File: src/rtl/wrx_pkg.sv
package wrx_pkg;

    localparam int BYTE_W  = 8;
    localparam int ADDR_W  = 7;
    localparam int STRAP_W = 2;

    typedef enum logic [1:0] {
        PH_IDLE = 2'd0,
        PH_ADDR = 2'd1,
        PH_DATA = 2'd2
    } phase_e;

    // Strap level code to ternary digit; code 2'b11 is read as floating.
    function automatic logic [1:0] strap_digit(input logic [STRAP_W-1:0] code);
        return (code == 2'b11) ? 2'b01 : code;
    endfunction

endpackage

File: src/rtl/wrx_sync.sv
module wrx_sync #(
    parameter int           W       = 2,
    parameter int           STAGES  = 2,
    parameter logic [W-1:0] RST_VAL = '1
) (
    input  logic         clk,
    input  logic         rst_n,
    input  logic [W-1:0] d_i,
    output logic [W-1:0] q_o
);

    logic [W-1:0] stg_d [STAGES];
    logic [W-1:0] stg_q [STAGES];

    for (genvar s = 0; s < STAGES; s++) begin : g_stage
        if (s == 0) begin : g_first
            always_comb stg_d[s] = d_i;
        end else begin : g_next
            always_comb stg_d[s] = stg_q[s-1];
        end

        always_ff @(posedge clk or negedge rst_n) begin
            if (!rst_n) stg_q[s] <= RST_VAL;
            else        stg_q[s] <= stg_d[s];
        end
    end

    assign q_o = stg_q[STAGES-1];

endmodule

File: src/rtl/wrx_addr_map.sv
module wrx_addr_map
    import wrx_pkg::*;
(
    input  logic [STRAP_W-1:0] strap_a2_i,
    input  logic [STRAP_W-1:0] strap_a1_i,
    input  logic [STRAP_W-1:0] strap_a0_i,
    output logic [ADDR_W-1:0]  addr_o
);

    logic [4:0] idx;
    logic [2:0] group;

    always_comb begin
        // Ternary index 0..26 over the three straps.
        idx    = 5'd9 * {3'd0, strap_digit(strap_a2_i)}
               + 5'd3 * {3'd0, strap_digit(strap_a1_i)}
               + {3'd0, strap_digit(strap_a0_i)};
        group  = idx[4:2] + 3'd1;
        addr_o = {group, 2'b00, idx[1:0]};
    end

endmodule

File: src/rtl/wrx_core.sv
module wrx_core
    import wrx_pkg::*;
#(
    parameter int               DATA_BYTES  = 3,
    parameter logic [ADDR_W-1:0] GLOBAL_ADDR = 7'h73,
    localparam int              WORD_W      = DATA_BYTES * BYTE_W,
    localparam int              IDX_W       = $clog2(DATA_BYTES + 1)
) (
    input  logic              clk,
    input  logic              rst_n,
    input  logic              scl_s,
    input  logic              sda_s,
    input  logic [ADDR_W-1:0] own_addr_i,
    output logic              sda_pull_o,
    output logic              word_vld_o,
    output logic [WORD_W-1:0] word_o
);

    localparam logic [3:0]       BITS_PER_BYTE = 4'(BYTE_W);
    localparam logic [IDX_W-1:0] LAST_IDX      = IDX_W'(DATA_BYTES - 1);
    localparam logic [IDX_W-1:0] NUM_BYTES     = IDX_W'(DATA_BYTES);

    typedef struct packed {
        phase_e            phase;
        logic [3:0]        bit_cnt;
        logic              in_ack;
        logic [IDX_W-1:0]  byte_idx;
        logic [BYTE_W-1:0] shreg;
        logic [WORD_W-1:0] acc;
        logic              addr_hit;
        logic              pull;
        logic              vld;
        logic [WORD_W-1:0] word;
        logic              scl_p;
        logic              sda_p;
    } core_st_t;

    core_st_t st_d, st_q;

    logic scl_rise, scl_fall, start_det, stop_det, addr_ok;

    always_comb begin
        scl_rise  =  scl_s & ~st_q.scl_p;
        scl_fall  = ~scl_s &  st_q.scl_p;
        start_det =  scl_s &  st_q.scl_p &  st_q.sda_p & ~sda_s;
        stop_det  =  scl_s &  st_q.scl_p & ~st_q.sda_p &  sda_s;
        addr_ok   = ~st_q.shreg[0] &&
                    ((st_q.shreg[BYTE_W-1:1] == own_addr_i) ||
                     (st_q.shreg[BYTE_W-1:1] == GLOBAL_ADDR));

        st_d       = st_q;
        st_d.vld   = 1'b0;
        st_d.scl_p = scl_s;
        st_d.sda_p = sda_s;

        if (start_det) begin
            st_d.phase    = PH_ADDR;
            st_d.bit_cnt  = '0;
            st_d.in_ack   = 1'b0;
            st_d.byte_idx = '0;
            st_d.acc      = '0;
            st_d.addr_hit = 1'b0;
            st_d.pull     = 1'b0;
        end else if (stop_det) begin
            st_d.phase   = PH_IDLE;
            st_d.bit_cnt = '0;
            st_d.in_ack  = 1'b0;
            st_d.pull    = 1'b0;
        end else if (st_q.phase != PH_IDLE) begin
            if (scl_rise && !st_q.in_ack && st_q.bit_cnt < BITS_PER_BYTE) begin
                st_d.shreg   = {st_q.shreg[BYTE_W-2:0], sda_s};
                st_d.bit_cnt = st_q.bit_cnt + 4'd1;
            end else if (scl_fall) begin
                if (st_q.in_ack) begin
                    // End of the acknowledge clock: release and go on.
                    st_d.in_ack  = 1'b0;
                    st_d.pull    = 1'b0;
                    st_d.bit_cnt = '0;
                    if (st_q.phase == PH_ADDR)
                        st_d.phase = st_q.addr_hit ? PH_DATA : PH_IDLE;
                end else if (st_q.bit_cnt == BITS_PER_BYTE) begin
                    st_d.in_ack = 1'b1;
                    if (st_q.phase == PH_ADDR) begin
                        st_d.addr_hit = addr_ok;
                        st_d.pull     = addr_ok;
                    end else if (st_q.byte_idx < NUM_BYTES) begin
                        st_d.pull     = 1'b1;
                        st_d.acc      = (st_q.acc << BYTE_W) | WORD_W'(st_q.shreg);
                        st_d.byte_idx = st_q.byte_idx + 1'b1;
                        if (st_q.byte_idx == LAST_IDX) begin
                            st_d.vld  = 1'b1;
                            st_d.word = (st_q.acc << BYTE_W) | WORD_W'(st_q.shreg);
                        end
                    end else begin
                        st_d.pull = 1'b0;
                    end
                end
            end
        end
    end

    always_ff @(posedge clk or negedge rst_n) begin
        if (!rst_n) begin
            st_q       <= '0;
            st_q.phase <= PH_IDLE;
            st_q.scl_p <= 1'b1;
            st_q.sda_p <= 1'b1;
        end else begin
            st_q <= st_d;
        end
    end

    assign sda_pull_o = st_q.pull;
    assign word_vld_o = st_q.vld;
    assign word_o     = st_q.word;

endmodule

File: src/rtl/wr_only_i2c_rx.sv
module wr_only_i2c_rx
    import wrx_pkg::*;
#(
    parameter int                SYNC_STAGES = 2,
    parameter int                DATA_BYTES  = 3,
    parameter logic [ADDR_W-1:0] GLOBAL_ADDR = 7'h73,
    localparam int               WORD_W      = DATA_BYTES * BYTE_W
) (
    input  logic               clk,
    input  logic               rst_n,
    input  logic               scl_i,
    input  logic               sda_i,
    input  logic [STRAP_W-1:0] strap_a2_i,
    input  logic [STRAP_W-1:0] strap_a1_i,
    input  logic [STRAP_W-1:0] strap_a0_i,
    output logic               sda_pull_o,
    output logic               word_vld_o,
    output logic [WORD_W-1:0]  word_o
);

    logic [1:0]        bus_s;
    logic              scl_s, sda_s;
    logic [ADDR_W-1:0] own_addr;

    wrx_sync #(.W(2), .STAGES(SYNC_STAGES), .RST_VAL(2'b11)) sync_i (
        .clk   (clk),
        .rst_n (rst_n),
        .d_i   ({scl_i, sda_i}),
        .q_o   (bus_s)
    );

    assign scl_s = bus_s[1];
    assign sda_s = bus_s[0];

    wrx_addr_map addr_map_i (
        .strap_a2_i (strap_a2_i),
        .strap_a1_i (strap_a1_i),
        .strap_a0_i (strap_a0_i),
        .addr_o     (own_addr)
    );

    wrx_core #(.DATA_BYTES(DATA_BYTES), .GLOBAL_ADDR(GLOBAL_ADDR)) core_i (
        .clk        (clk),
        .rst_n      (rst_n),
        .scl_s      (scl_s),
        .sda_s      (sda_s),
        .own_addr_i (own_addr),
        .sda_pull_o (sda_pull_o),
        .word_vld_o (word_vld_o),
        .word_o     (word_o)
    );

endmodule

File: config.mk
export PLATFORM = sky130hd
export DESIGN_NAME = wr_only_i2c_rx
export DESIGN_NICKNAME = d
export VERILOG_FILES = /design/src/rtl/wrx_pkg.sv /design/src/rtl/wrx_sync.sv /design/src/rtl/wrx_addr_map.sv /design/src/rtl/wrx_core.sv /design/src/rtl/wr_only_i2c_rx.sv
export SDC_FILE = /design/constraint.sdc
export NUM_CORES = 1
export LEC_CHECK = 0
export ABC_AREA = 1
export BUFFER_PORTS_ARGS = -buffer_cell sky130_fd_sc_hd__buf_2
export CORE_UTILIZATION = 35
export DETAILED_ROUTE_END_ITERATION = 16
export PLACE_DENSITY = 0.57
export SLEW_MARGIN = 20
export SYNTH_ARGS = -nofsm -noshare
export SYNTH_HDL_FRONTEND = slang
export SYNTH_SLANG_ARGS = --single-unit
File: constraint.sdc
create_clock -name clk -period 2.2 [get_ports clk]
set_clock_uncertainty 0.2 [all_clocks]
set_input_delay 0.33 -clock clk [delete_from_list [all_inputs] [get_ports clk]]
set_output_delay 0.33 -clock clk [all_outputs]
set_load 0.05 [all_outputs]
# Word level (Yosys, flattened, before mapping)
# Index checks and enable logic that the tools add are counted.
# W data, S select, Z words.
dict set report totals {
  register_bits 66
  output_inout_bits 26
  word_cells 124
}
dict set report op_classes {
  n_addsub 5
  n_mul 2
  magnitude_cmp 2
  eq_ne 13
  mux 44
  bitwise_logic 18
  reduce_logical 26
}
# op count
set op_table {}
lappend op_table {{$mux W25} 7}
lappend op_table {{$mux W51} 3}
lappend op_table {{$mux W68} 1}
lappend op_table {{$mux W24} 2}
lappend op_table {{$mux W35} 1}
lappend op_table {{$mux W3} 8}
lappend op_table {{$or A24 B8 Y24} 1}
lappend op_table {{$mux W18} 1}
lappend op_table {{$mux W2} 9}
lappend op_table {{$mux W9} 2}
lappend op_table {{$reduce_bool A2 Y1} 6}
lappend op_table {{$reduce_bool A3 Y1} 4}
lappend op_table {{$reduce_bool A4 Y1} 3}
lappend op_table {{$not A1 Y1} 10}
lappend op_table {{$reduce_and A10 Y1} 1}
lappend op_table {{$eq A2 B2 Y1 const B} 4}
lappend op_table {{$mux W8} 1}
lappend op_table {{$reduce_and A4 Y1} 2}
lappend op_table {{$reduce_and A8 Y1} 1}
lappend op_table {{$and A1 B1 Y1} 7}
lappend op_table {{$eq A7 B7 Y1} 1}
lappend op_table {{$eq A7 B7 Y1 const B} 1}
lappend op_table {{$mux W7} 1}
lappend op_table {{$reduce_and A7 Y1} 1}
lappend op_table {{other kinds (22)} 32}

# Logic depth before layout (Yosys ltp)
# Gate-level depths: netlist (run 1).
dict set report depth {
  depth_word 17
  mapped_depth 23
  ltp_nobuf 23
}

# Cells and area by module
# From an unflattened synthesis (run 1), not the netlist that was laid out.
dict set report hier_totals {
  cells_unflattened 389
  area_unflattened_um2 3373.2
}
# mod instances cells_each area_per_inst_um2 seq_area_each_um2
set by_module_without_submodules {}
lappend by_module_without_submodules {wrx_core 1 330 2941.6 1554.0}
lappend by_module_without_submodules {wrx_addr_map 1 55 326.6 0.0}
lappend by_module_without_submodules {wrx_sync 1 4 105.1 105.1}

# Least setup slack after synthesis (run 1)
# No wires, ideal clock.
dict set report synth_timing {
  path_kind {input port to flip-flop}
  from {input port strap_a0_i[0]}
  to {register core_i.st_q (netlist bit core_i.sda_pull_o)}
  arrival_ps 2883
  required_time_ps 1934
  path_slack_ps -949
  stages 19
  cell_sequence {inv_1 nand2_1 fa_1 fa_1 fa_1 nand2_1 nand2_1 ha_1 nand2_1 nand2_1 nor2_1 nand2_1 nor2_1 nand2_1 nand2_1 nand2_1 nand2_1 nand3_1 nand2_1}
}
dict set report synth_between {
  elab_chain_len 15
}
# element line
set synth_lines {}
lappend synth_lines {{start, declared} wr_only_i2c_rx.sv:15} ;# input logic [STRAP_W-1:0] strap_a0_i,
lappend synth_lines {{$eq A2 B2 Y1} wrx_pkg.sv:15} ;# return (code == 2'b11) ? 2'b01 : code;
lappend synth_lines {{$mux W2 (*)} wrx_pkg.sv:15}
lappend synth_lines {{$add A5 B2 Y5 (*)} wrx_addr_map.sv:17} ;# + {3'd0, strap_digit(strap_a0_i)};
lappend synth_lines {{$add A3 B1 Y3} wrx_addr_map.sv:18} ;# group = idx[4:2] + 3'd1;
lappend synth_lines {{$eq A7 B7 Y1 (*)} wrx_core.sv:48} ;# ((st_q.shreg[BYTE_W-1:1] == own_addr_i) ||
lappend synth_lines {{$logic_or A1 B1 Y1 (*)} wrx_core.sv:48}
lappend synth_lines {{$logic_and A1 B1 Y1 (*)} wrx_core.sv:47} ;# addr_ok = ~st_q.shreg[0] &&
lappend synth_lines {{$mux W1 (*)} wrx_core.sv:83} ;# if (st_q.phase == PH_ADDR) begin
lappend synth_lines {{$mux W51 (*)} wrx_core.sv:81} ;# end else if (st_q.bit_cnt == BITS_PER_BYTE) begin
lappend synth_lines {{$mux W1 (*)} wrx_core.sv:74} ;# if (st_q.in_ack) begin
lappend synth_lines {{$mux W51 (*)} wrx_core.sv:73} ;# end else if (scl_fall) begin
lappend synth_lines {{$mux W51 (*)} wrx_core.sv:70} ;# if (scl_rise && !st_q.in_ack && st_q.bit_cnt < BITS_PER_BYTE) begin
lappend synth_lines {{$mux W68 (*)} wrx_core.sv:69} ;# end else if (st_q.phase != PH_IDLE) begin
lappend synth_lines {{$mux W1 (*)} wrx_core.sv:64} ;# end else if (stop_det) begin
lappend synth_lines {{$mux W18 (*)} wrx_core.sv:56} ;# if (start_det) begin
lappend synth_lines {{end signal, assigned} wrx_core.sv:109} ;# st_q <= st_d;
lappend synth_lines {{end, declared} wrx_core.sv:38} ;# core_st_t st_d, st_q;
# Mark *: on every way between the ends. The rest lies on a longest branch, timed or not. The select of a mux whose other input is x is not followed.
# A chain may end at the register's enable or synchronous reset.

# Worst setup path after layout (run 1)
# Same ends and word-level chain as after synthesis.

==> flow_summary.yaml, run 1 <==
yosys:
  yosysTopAreaCell: "dfrtp_1"
  syn-cell-area_um2: 3300
  ys_warn_count: 0
  netlist_instances: 356
  syn-num-nets: 378
  synth-seq-cells: 66
  netlist.area_leader.share_pct: 45.5
  syn_area_per_cell_um2: 9.26
  synth_cell_types: 34
  ys_top_cells_by_area: "dfrtp_1, nand2_1, buf_4, dfstp_2, a22o_1"
  seq_area_frac_synth_pct: 50.3
detailed_routing:
  via_count: 2373
  drt-initial-drc-count: 111
  antenna_left: 0
  drc: 0
  avgViaCountPerCell: 4.66
  routed_wl_mm: 6.37
  wl_per_cell_um: 12.5
  dr.pass1.iters: 4
timing:
  fin_crit_sh_pct: 128
  drv_slew: 0
  final.setup.worst_slack_ps: -613
  fmax_ghz: 0.355
  final.setup.tns_ps: -1190
  finalSetupViolations: 2
  worst_pin_slew_ps: 548
  rsz0062_at_grt: "yes"
  min_period_ps: 2810
  finalHoldViolCount: 0
  maxSlewHeadroom_pct: 63.5
setup_path:
  crit_path_max_fanout: 3
  r2r_setup_slack_ps: 160
  crit_family: "adder cells"
  critical_path.max_stage_delay_ps: 460
  worstReg2RegEnd: "core_i.word_o[8]$_DFFE_PN0P_"
  cp.arrival_ps: 2900
  crit_path_top_delay_cell: "fa_1"
  critPathBufInv: 3
  worstSetupPathType: "primary input to flop"
  crit_path_end_kind: "flop"
  cp-start-kind: "primary input"
  cpMostUsedCell: "nand2_1"
  path_cells: "buf_12, inv_16, nand2_4, fa_1, fa_2, fa_2, nand2_2, nand2_2, ha_4, inv_2, nand2_1, nand2_1, nor2_1, nand2_1, nor2_1, nand2_1, nand2_1, nand2_2, nand2_1, nand3_1, nand2_1"
  rr_startpoint: "sync_i.q_o[0]$_DFF_PN1_"
  reg2reg_depth: 7
  required_ps: 2290
run_status:
  violations: "setup timing"
  outcome: "finished, violations left"
global_route:
  grt_overflow: 0
  grt_pass1_wl_mm: 11.0
  grt_max_degree: 33
  antenna_found_initial: 0
  track_usage_pct: 14.3
  grt_pass1_vias: 2411
clock_tree:
  clkLatencyLatePin_ps: 350
  clock_path_buffers: 2
  cts_tree: "built"
  cts_buffers: 9
  htree_levels: 3
  clkTransAtPathRegs_ps: 70
  cts_root_buf: "clkbuf_8"
  cts.sinks: 66
power:
  power_density_nw_per_um2: 790
  power_leakage_nw: 2.06
  p_total_mw: 3.10
  peakVddDrop_mv: 0.247
final_layout:
  layout-drive-gt1-share_pct: 33.4
  fillers: 925
  final_nets: 415
  layout_commonest_cell: "nand2_1"
  multi_input_area_um2: 1310
  final_util_pct: 42.7
  synthToLayoutAreaGrowth_pct: 19.1
  mostFrequentLayoutCells: "nand2_1, dfrtp_1, buf_2, inv_1, nand3_1"
  register_area_um2: 1660
  antenna_cells: 0
  design_area_um2: 3930
die:
  start_util_pct: 35.9
  dieArea_um2: 9810
  die_w_um: 99.1
  coreArea_um2: 9200
  pin_count: 36
  die_y_um: 99.1
  placementRows: 35
placement:
  routabilityCongestion: 0.853
  place_ws_ps: -1090
  dpl.hpwl_mm: 4.49
  placed_area_um2: 3530
  portBuffers: 35
min_path:
  whs_path_depth: 0
  hp-class: "flop to flop"
  holdPathEnd: "sync_i.q_o[0]$_DFF_PN1_"
  holdCritStartpoint: "sync_i.stg_d[0]$_DFF_PN1_"
flow_run:
  maxCapViolations: 0
==> stage by stage <==
stage               hold slack (ps)  cells
CTS                             164    504
finish                          162    509
floorplan                      -166    356
global placement                147    482
global route                    165    509
detailed placement              151    482
==> per-layer routing <==
| metal | wire length, um | track usage, % | up-vias |
|---|---|---|---|
| met5 | 0 | 0 | - |
| met2 | 3060 | 23.6 | 38 |
| li1 | - | - | 1206 |
| met1 | 3000 | 17.9 | 1119 |
| met3 | 221 | 3.69 | 10 |
| met4 | 93 | 5.77 | 0 |
==> cell families after synthesis <==
| family | share of synthesized area [%] |
|---|---|
| AO/OA/AOI/OAI | 11.0 |
| XOR/XNOR | 0.266 |
| adder cells (fa/ha/maj) | 5.24 |
| buffers and inverters | 12.4 |
| flip-flops | 50.3 |
| AND/OR/NAND/NOR | 20.8 |
==> sequential cells by signal (all words and copies together) (netlist names) <==
name,flops
core_i.word_o,24
core_i.word_vld_o,1
core_i.sda_pull_o,1
sync_i.stg_d,2
sync_i.q_o,2
core_i.st_q,36
==> worst max-delay path by stage <==
stage | start | endpoint | slack (ps) | cells past startpoint
after global placement | strap_a0_i[0] | core_i.sda_pull_o$_DFFE_PN0P_ | -1060 | 21
after floorplan | strap_a0_i[0] | core_i.sda_pull_o$_DFFE_PN0P_ | -750 | 20
after detailed placement | strap_a0_i[0] | core_i.st_q[28]$_DFFE_PN0P_ | -1090 | 19
final | strap_a0_i[0] | core_i.sda_pull_o$_DFFE_PN0P_ | -610 | 21
after CTS | strap_a0_i[0] | core_i.sda_pull_o$_DFFE_PN0P_ | -610 | 21
after global routing | strap_a0_i[0] | core_i.sda_pull_o$_DFFE_PN0P_ | -780 | 23
==> where the power goes <==
| group | internal, mW | total (mW) | leakage, nW | switching (mW) |
|---|---|---|---|---|
| Clock | 0.530 | 1.03 | 0.0998 | 0.501 |
| Sequential | 1.33 | 1.45 | 0.884 | 0.119 |
| Combinational | 0.229 | 0.622 | 1.08 | 0.393 |
==> Yosys cell counts <==
cell type,n
a21oi_1,4
a22o_1,16
a31oi_1,2
buf_2,3
buf_4,25
buf_6,4
clkbuf_1,3
dfrtp_1,60
dfstp_2,6
fa_1,3
ha_1,9
inv_1,32
inv_2,8
nand2_1,94
nand2_2,7
nand2_4,1
nand3_1,27
nand3_2,1
nand4_1,1
nand4_2,1
nor2_1,12
nor2_2,3
nor2_4,2
nor3_1,1
nor3_4,1
o21a_1,1
o21ai_0,13
o21ai_1,2
o21ai_2,9
o22ai_1,1
o31ai_2,1
o41ai_1,1
or2_1,1
xor2_1,1
==> worst register-to-register path: stages, from the launching register on <==
cell and delay (ps):
dfstp_2 560, nor2_1 60, nand2_2 100, nand2_1 120, nor2_2 440, buf_4 310, nand3_1 120, nand2_1 80
==> area by class of cell <==
cell class / instances / share of cell area, %
Multi-Input combinational cell: 216 / 33.4
Timing Repair Buffer: 60 / 11.5
Sequential cell: 66 / 42.2
Tap cell: 111 / 3.54
Clock inverter: 7 / 1.98
Clock buffer: 9 / 3.15
Inverter: 40 / 4.24
==> what timing repair did <==
item | 4_1_cts | 5_1_grt
gates resized for setup | 10 | 13
gates cloned | 0 | 1
hold buffers | 3 | 0
endpoints found under the hold margin | 15 | 0
pin swaps | 14 | 14
buffers inserted | 3 | 4
endpoints found under the setup margin | 2 | 42
No activity file was read; power rests on OpenSTA's default activity.
==> run 2, diff against run 1 <==
Settings changed: CELL_PAD_IN_SITES_DETAIL_PLACEMENT from default to 1, CELL_PAD_IN_SITES_GLOBAL_PLACEMENT from default to 1, PLACE_DENSITY 0.57 to 0.69.
Clock period 2.2 ns to 3.4 ns, I/O delays scaled along.
==> run 2 against run 1 <==
Net effect:
- the run now ends clean
- largest cell class unchanged
- largest power group unchanged
- die area stayed put
- routed wire length is 2.3% higher
- critical endpoint unchanged
- worst hold slack worse by 150 ps
- final area is 6.9% lower
- critical path depth stayed put
- register-to-register slack better by 980 ps
- first-iteration DRC count is 56% lower
- via count is 1.7% lower
==> flow_summary.yaml, run 2 (synthesis results as in run 1) <==
clock_tree:
  post_cts_resized: 0
  cts_setup_buffers: 0
  postCtsHoldBufs: 0
  cts_buffers: 9
  cts_tree: "built"
  cts.sinks: 66
  cts_root_buf: "clkbuf_8"
  clkTransAtPathRegs_ps: 70
  clock_path_buffers: 2
  htree_levels: 3
  clkLatencyLatePin_ps: 340
flow_run:
  maxCapViolations: 0
final_layout:
  synthToLayoutAreaGrowth_pct: 10.9
  largest_reg_flops: 36
  layout-drive-gt1-share_pct: 26.8
  layout_commonest_cell: "nand2_1"
  final-instance-count-excl-fill: 495
  antenna_cells: 0
  regMostFlops: "core_i.st_q"
  design_area_um2: 3660
  mostFrequentLayoutCells: "nand2_1, dfrtp_1, buf_2, inv_1, nand3_1"
  final_nets: 401
die:
  start_util_pct: 35.9
  placementRows: 35
  pin_count: 36
  dieArea_um2: 9810
  coreArea_um2: 9200
  die_w_um: 99.1
  die_y_um: 99.1
timing:
  min_period_ps: 3130
  worst_pin_slew_ps: 690
  fin_crit_sh_pct: 92.1
  rsz0062_at_grt: "no"
  finalSetupViolations: 0
  maxSlewHeadroom_pct: 54.0
  finalHoldViolCount: 0
  drv_slew: 0
  final.setup.worst_slack_ps: 269
  fmax_ghz: 0.319
  worst_hold_slack_ps: 11.4
detailed_routing:
  drc: 0
  via_count: 2332
  dr.pass1.iters: 4
  avgViaCountPerCell: 4.71
  routed.top_layer: "met4"
  wl_met3_um: 163
  wl_per_cell_um: 13.2
  drt-initial-drc-count: 49
  routed_wl_mm: 6.51
  antenna_left: 0
  wl_met1_mm: 3.10
  met2WireLength_mm: 3.18
power:
  p_total_mw: 2.00
  peakVddDrop_mv: 0.202
  power_density_nw_per_um2: 548
  power_leakage_nw: 1.97
placement:
  place_ws_ps: -210
  dpl.hpwl_mm: 4.94
  routabilityCongestion: 0.804
  portBuffers: 35
  dpl.cell_count: 479
  placed_area_um2: 3440
setup_path:
  cp.arrival_ps: 3210
  required_ps: 3480
  cp-start-kind: "primary input"
  crit_path_max_fanout: 3
  crit_path_end_kind: "flop"
  worstSetupPathType: "primary input to flop"
global_route:
  grt_pass1_vias: 2453
  track_usage_pct: 15.2
  antenna_found_initial: 0
  grt_max_degree: 33
  grt_overflow: 0
  grt_pass1_wl_mm: 11.6
min_path:
  hp-class: "primary input to async pin"
run_status:
  outcome: "finished clean"
==> run 2: cell count changes in the layout (fill, tap and decap cells not counted), moves of 2 or more <==
cell,change
inv_1,+6
clkbuf_1,+2
inv_2,-5
nand3_1,+2
clkinv_4,-2
buf_4,-4
nand2_8,-2
nand2_1,+8
nand2_2,-7
dlygate4sd3_1,-3
nand3_2,-2
buf_12,-6
==> run 2: final timing paths <==
path                       slack (ps)                             to  depth (start not counted)                   startpoint
min in group clk                   70      sync_i.stg_d[1]$_DFF_PN1_                          1                        scl_i
hold reg to reg                   160        sync_i.q_o[0]$_DFF_PN1_                          0    sync_i.stg_d[0]$_DFF_PN1_
setup reg to reg                 1140   core_i.word_o[1]$_DFFE_PN0P_                         10  core_i.st_q[64]$_DFFE_PN0P_
setup / recovery                  270  core_i.sda_pull_o$_DFFE_PN0P_                         21                strap_a0_i[0]
hold / removal                     10    core_i.st_q[64]$_DFFE_PN0P_                          1                        rst_n
max in group asynchronous        2240  core_i.word_o[19]$_DFFE_PN0P_                          2                        rst_n
==> run 2: worst max-delay path, stage by stage <==
cell and delay, ps:
buf_2 90, inv_1 60, nand2_1 90, fa_1 520
fa_2 390, fa_2 360, nand2_1 100, nand2_1 90
ha_1 310, inv_1 40, nand2_1 40, nand2_1 50
nor2_1 80, nand2_1 60, nor2_1 80, nand2_1 60
nand2_1 60, nand2_1 60, nand2_1 60, nand3_1 60
nand2_1 50
==> run 2: routing by layer <==
| metal | vias up | global-route usage (%) |
|---|---|---|
| li1 | 1168 | - |
| met1 | 1132 | 19.5 |
| met2 | 28 | 24.8 |
| met3 | 4 | 2.62 |
| met4 | 0 | 7.81 |
| met5 | - | 0 |
==> run 2: cell type report <==
cell class	count	area, um2
Timing Repair Buffer	47	265
Inverter	40	150
Clock buffer	11	131
Tap cell	111	139
Fill cell	1111	5540
Multi-Input combinational cell	215	1230
Clock inverter	5	78.8
Sequential cell	66	1660
==> run 2: report_power, final <==
part           switching (mW)  internal, mW  total (mW)
logic                   0.237         0.119       0.355
registers              0.0822         0.860       0.943
clock network           0.293         0.412       0.706
==> run 2: metrics by stage <==
stage                     utilization (%)  TNS [ps]
final                                39.8         0
after global routing                 39.8         0
after CTS                            39.7         0
after detailed placement             37.4      -410
after global placement               37.4      -243
after floorplan                         -         0
==> run 3, diff against run 2 <==
--- a/config.mk
+++ b/config.mk
@@ -8,9 +8,7 @@
 export ABC_AREA = 1
 export BUFFER_PORTS_ARGS = -buffer_cell sky130_fd_sc_hd__buf_2
-export CELL_PAD_IN_SITES_DETAIL_PLACEMENT = 1
-export CELL_PAD_IN_SITES_GLOBAL_PLACEMENT = 1
 export CORE_UTILIZATION = 35
 export DETAILED_ROUTE_END_ITERATION = 16
-export PLACE_DENSITY = 0.69
+export PLACE_DENSITY = 0.57
 export SLEW_MARGIN = 20
 export SYNTH_ARGS = -nofsm -noshare
==> constraint.sdc (replaced) <==
create_clock -name clk -period 3.4 [get_ports clk]
set_clock_uncertainty 0.2 [all_clocks]
set_input_delay 0.17 -clock clk [delete_from_list [all_inputs] [get_ports clk]]
set_output_delay 0.17 -clock clk [all_outputs]
set_load 0.05 [all_outputs]
==> run 3 against run 2 <==
Net effect:
- final area decreased by 1.2%
- register-to-register slack hardly changed
- worst hold slack improved by 150 ps
- combinational power down 6.2%
- critical path depth is the same
- die area is the same
- critical path type unchanged
- cell count down 1.0%
- sequential power decreased by 0.4%
- non-clock buffer count shrank 5
==> flow_summary.yaml, run 3 (synthesis results as in run 1) <==
clock_tree:
  cts_buffers: 9
  cts_root_buf: "clkbuf_8"
  htree_levels: 3
  cts_tree: "built"
  clock_path_buffers: 2
  cts.sinks: 66
  clkLatencyLatePin_ps: 340
  clkTransAtPathRegs_ps: 70
  cts_setup_buffers: 0
power:
  switching_share_pct: 32.2
  peakVddDrop_mv: 0.216
  power_leakage_nw: 1.94
  p_int_mw: 1.31
  power_frac_seq_pct: 48.5
  p_sw_mw: 0.623
  p_clk_share_pct: 34.3
  power_density_nw_per_um2: 536
  comb_power_share_pct: 17.2
global_route:
  track_usage_pct: 13.6
  grt_pass1_wl_mm: 10.4
  antenna_found_initial: 0
  grt_max_degree: 35
  grt_overflow: 0
  grt_pass1_vias: 2179
setup_path:
  r2r_setup_slack_ps: 1140
  crit_path_max_fanout: 3
  worstSetupPathType: "primary input to flop"
  crit_path_end_kind: "flop"
  reg2reg_depth: 10
  cp.arrival_ps: 3000
  required_ps: 3480
  cp-start-kind: "primary input"
final_layout:
  final_nets: 396
  layout-drive-gt1-share_pct: 25.1
  antenna_cells: 0
  synthToLayoutAreaGrowth_pct: 9.64
  fillers: 953
  largest_reg_flops: 36
  multi_input_area_um2: 1230
  layout_commonest_cell: "nand2_1"
  mostFrequentLayoutCells: "nand2_1, dfrtp_1, buf_2, inv_1, nand3_1"
  regMostFlops: "core_i.st_q"
  register_area_um2: 1660
placement:
  routabilityCongestion: 0.872
  dpl.hpwl_mm: 4.21
  portBuffers: 35
timing:
  fmax_ghz: 0.342
  worst_pin_slew_ps: 756
  worst_hold_slack_ps: 157
  fin_crit_sh_pct: 86.0
  drv_slew: 0
  min_period_ps: 2920
  finalSetupViolations: 0
  final.setup.tns_ps: 0
  finalHoldViolCount: 0
  maxSlewHeadroom_pct: 49.6
  rsz0062_at_grt: "no"
die:
  die_y_um: 99.1
  coreArea_um2: 9200
  dieArea_um2: 9810
  die_w_um: 99.1
  placementRows: 35
  start_util_pct: 35.9
  pin_count: 36
detailed_routing:
  drc: 0
  via_count: 2260
  wl_per_cell_um: 12.1
  antenna_left: 0
  avgViaCountPerCell: 4.61
  dr.pass1.iters: 4
  routed_wl_mm: 5.93
  drt-initial-drc-count: 106
min_path:
  hp-class: "flop to flop"
  whs_path_depth: 0
flow_run:
  maxCapViolations: 0
run_status:
  outcome: "finished clean"
run 3: repair_timing:
action	in CTS	in global routing
hold buffers	3	0
endpoints found under the hold margin	28	0
gates resized for setup	0	0
run 3: per-layer routing:
metal | track usage [%] | wire length (um) | part of all wire [%]
met1 | 18.8 | 3060 | 52
met2 | 20.1 | 2560 | 43
met3 | 2.62 | 165 | 2.8
met4 | 7.47 | 134 | 2.3
met5 | 0 | 0 | 0
run 3: area by class of cell:
type / instances / area share [%]
Clock buffer: 9 / 3.43
Clock inverter: 7 / 2.18
Inverter: 40 / 4.15
Multi-Input combinational cell: 215 / 34.0
Sequential cell: 66 / 45.9
Tap cell: 111 / 3.84
Timing Repair Buffer: 42 / 6.51
run 3: path summary, 6_finish.rpt:
path,startpoint,endpoint
min reg2reg,sync_i.stg_d[0]$_DFF_PN1_,sync_i.q_o[0]$_DFF_PN1_
min,sync_i.stg_d[0]$_DFF_PN1_,sync_i.q_o[0]$_DFF_PN1_
max reg2reg,core_i.st_q[64]$_DFFE_PN0P_,core_i.word_o[1]$_DFFE_PN0P_
min in group asynchronous,rst_n,core_i.word_vld_o$_DFF_PN0_
max in group asynchronous,rst_n,core_i.st_q[61]$_DFFE_PN0P_
max,strap_a0_i[0],core_i.sda_pull_o$_DFFE_PN0P_
run 3: critical path: stages:
cell,delay [ps]
buf_2,90
inv_1,70
nand2_1,120
fa_1,520
fa_1,440
fa_1,420
nand2_1,110
nand2_1,80
ha_1,300
inv_1,40
nand2_1,40
nand2_1,50
nor2_1,80
nand2_1,50
nor2_1,80
nand2_1,60
nand2_1,50
nand2_1,60
nand2_1,60
nand3_1,60
nand2_1,50
run 3: through the flow:
stage	cells	setup WS (ps)	power, mW	util [%]	instance area, um2
after floorplan	356	411	1.18	-	3300
after global placement	471	170	1.29	36.8	3380
after detailed placement	471	118	1.29	36.8	3380
after CTS	490	469	1.97	39.3	3610
after global routing	490	210	2.07	39.3	3610
final	490	478	1.94	39.3	3610
run 3: power by group through the flow:
stage               Sequential [mW]  Combinational (mW)  Clock, mW
floorplan                     0.940               0.243          0
global placement              0.956               0.333          0
detailed placement            0.956               0.336          0
CTS                           0.941               0.340      0.686
global route                  0.952               0.385      0.730
finish                        0.939               0.333      0.664
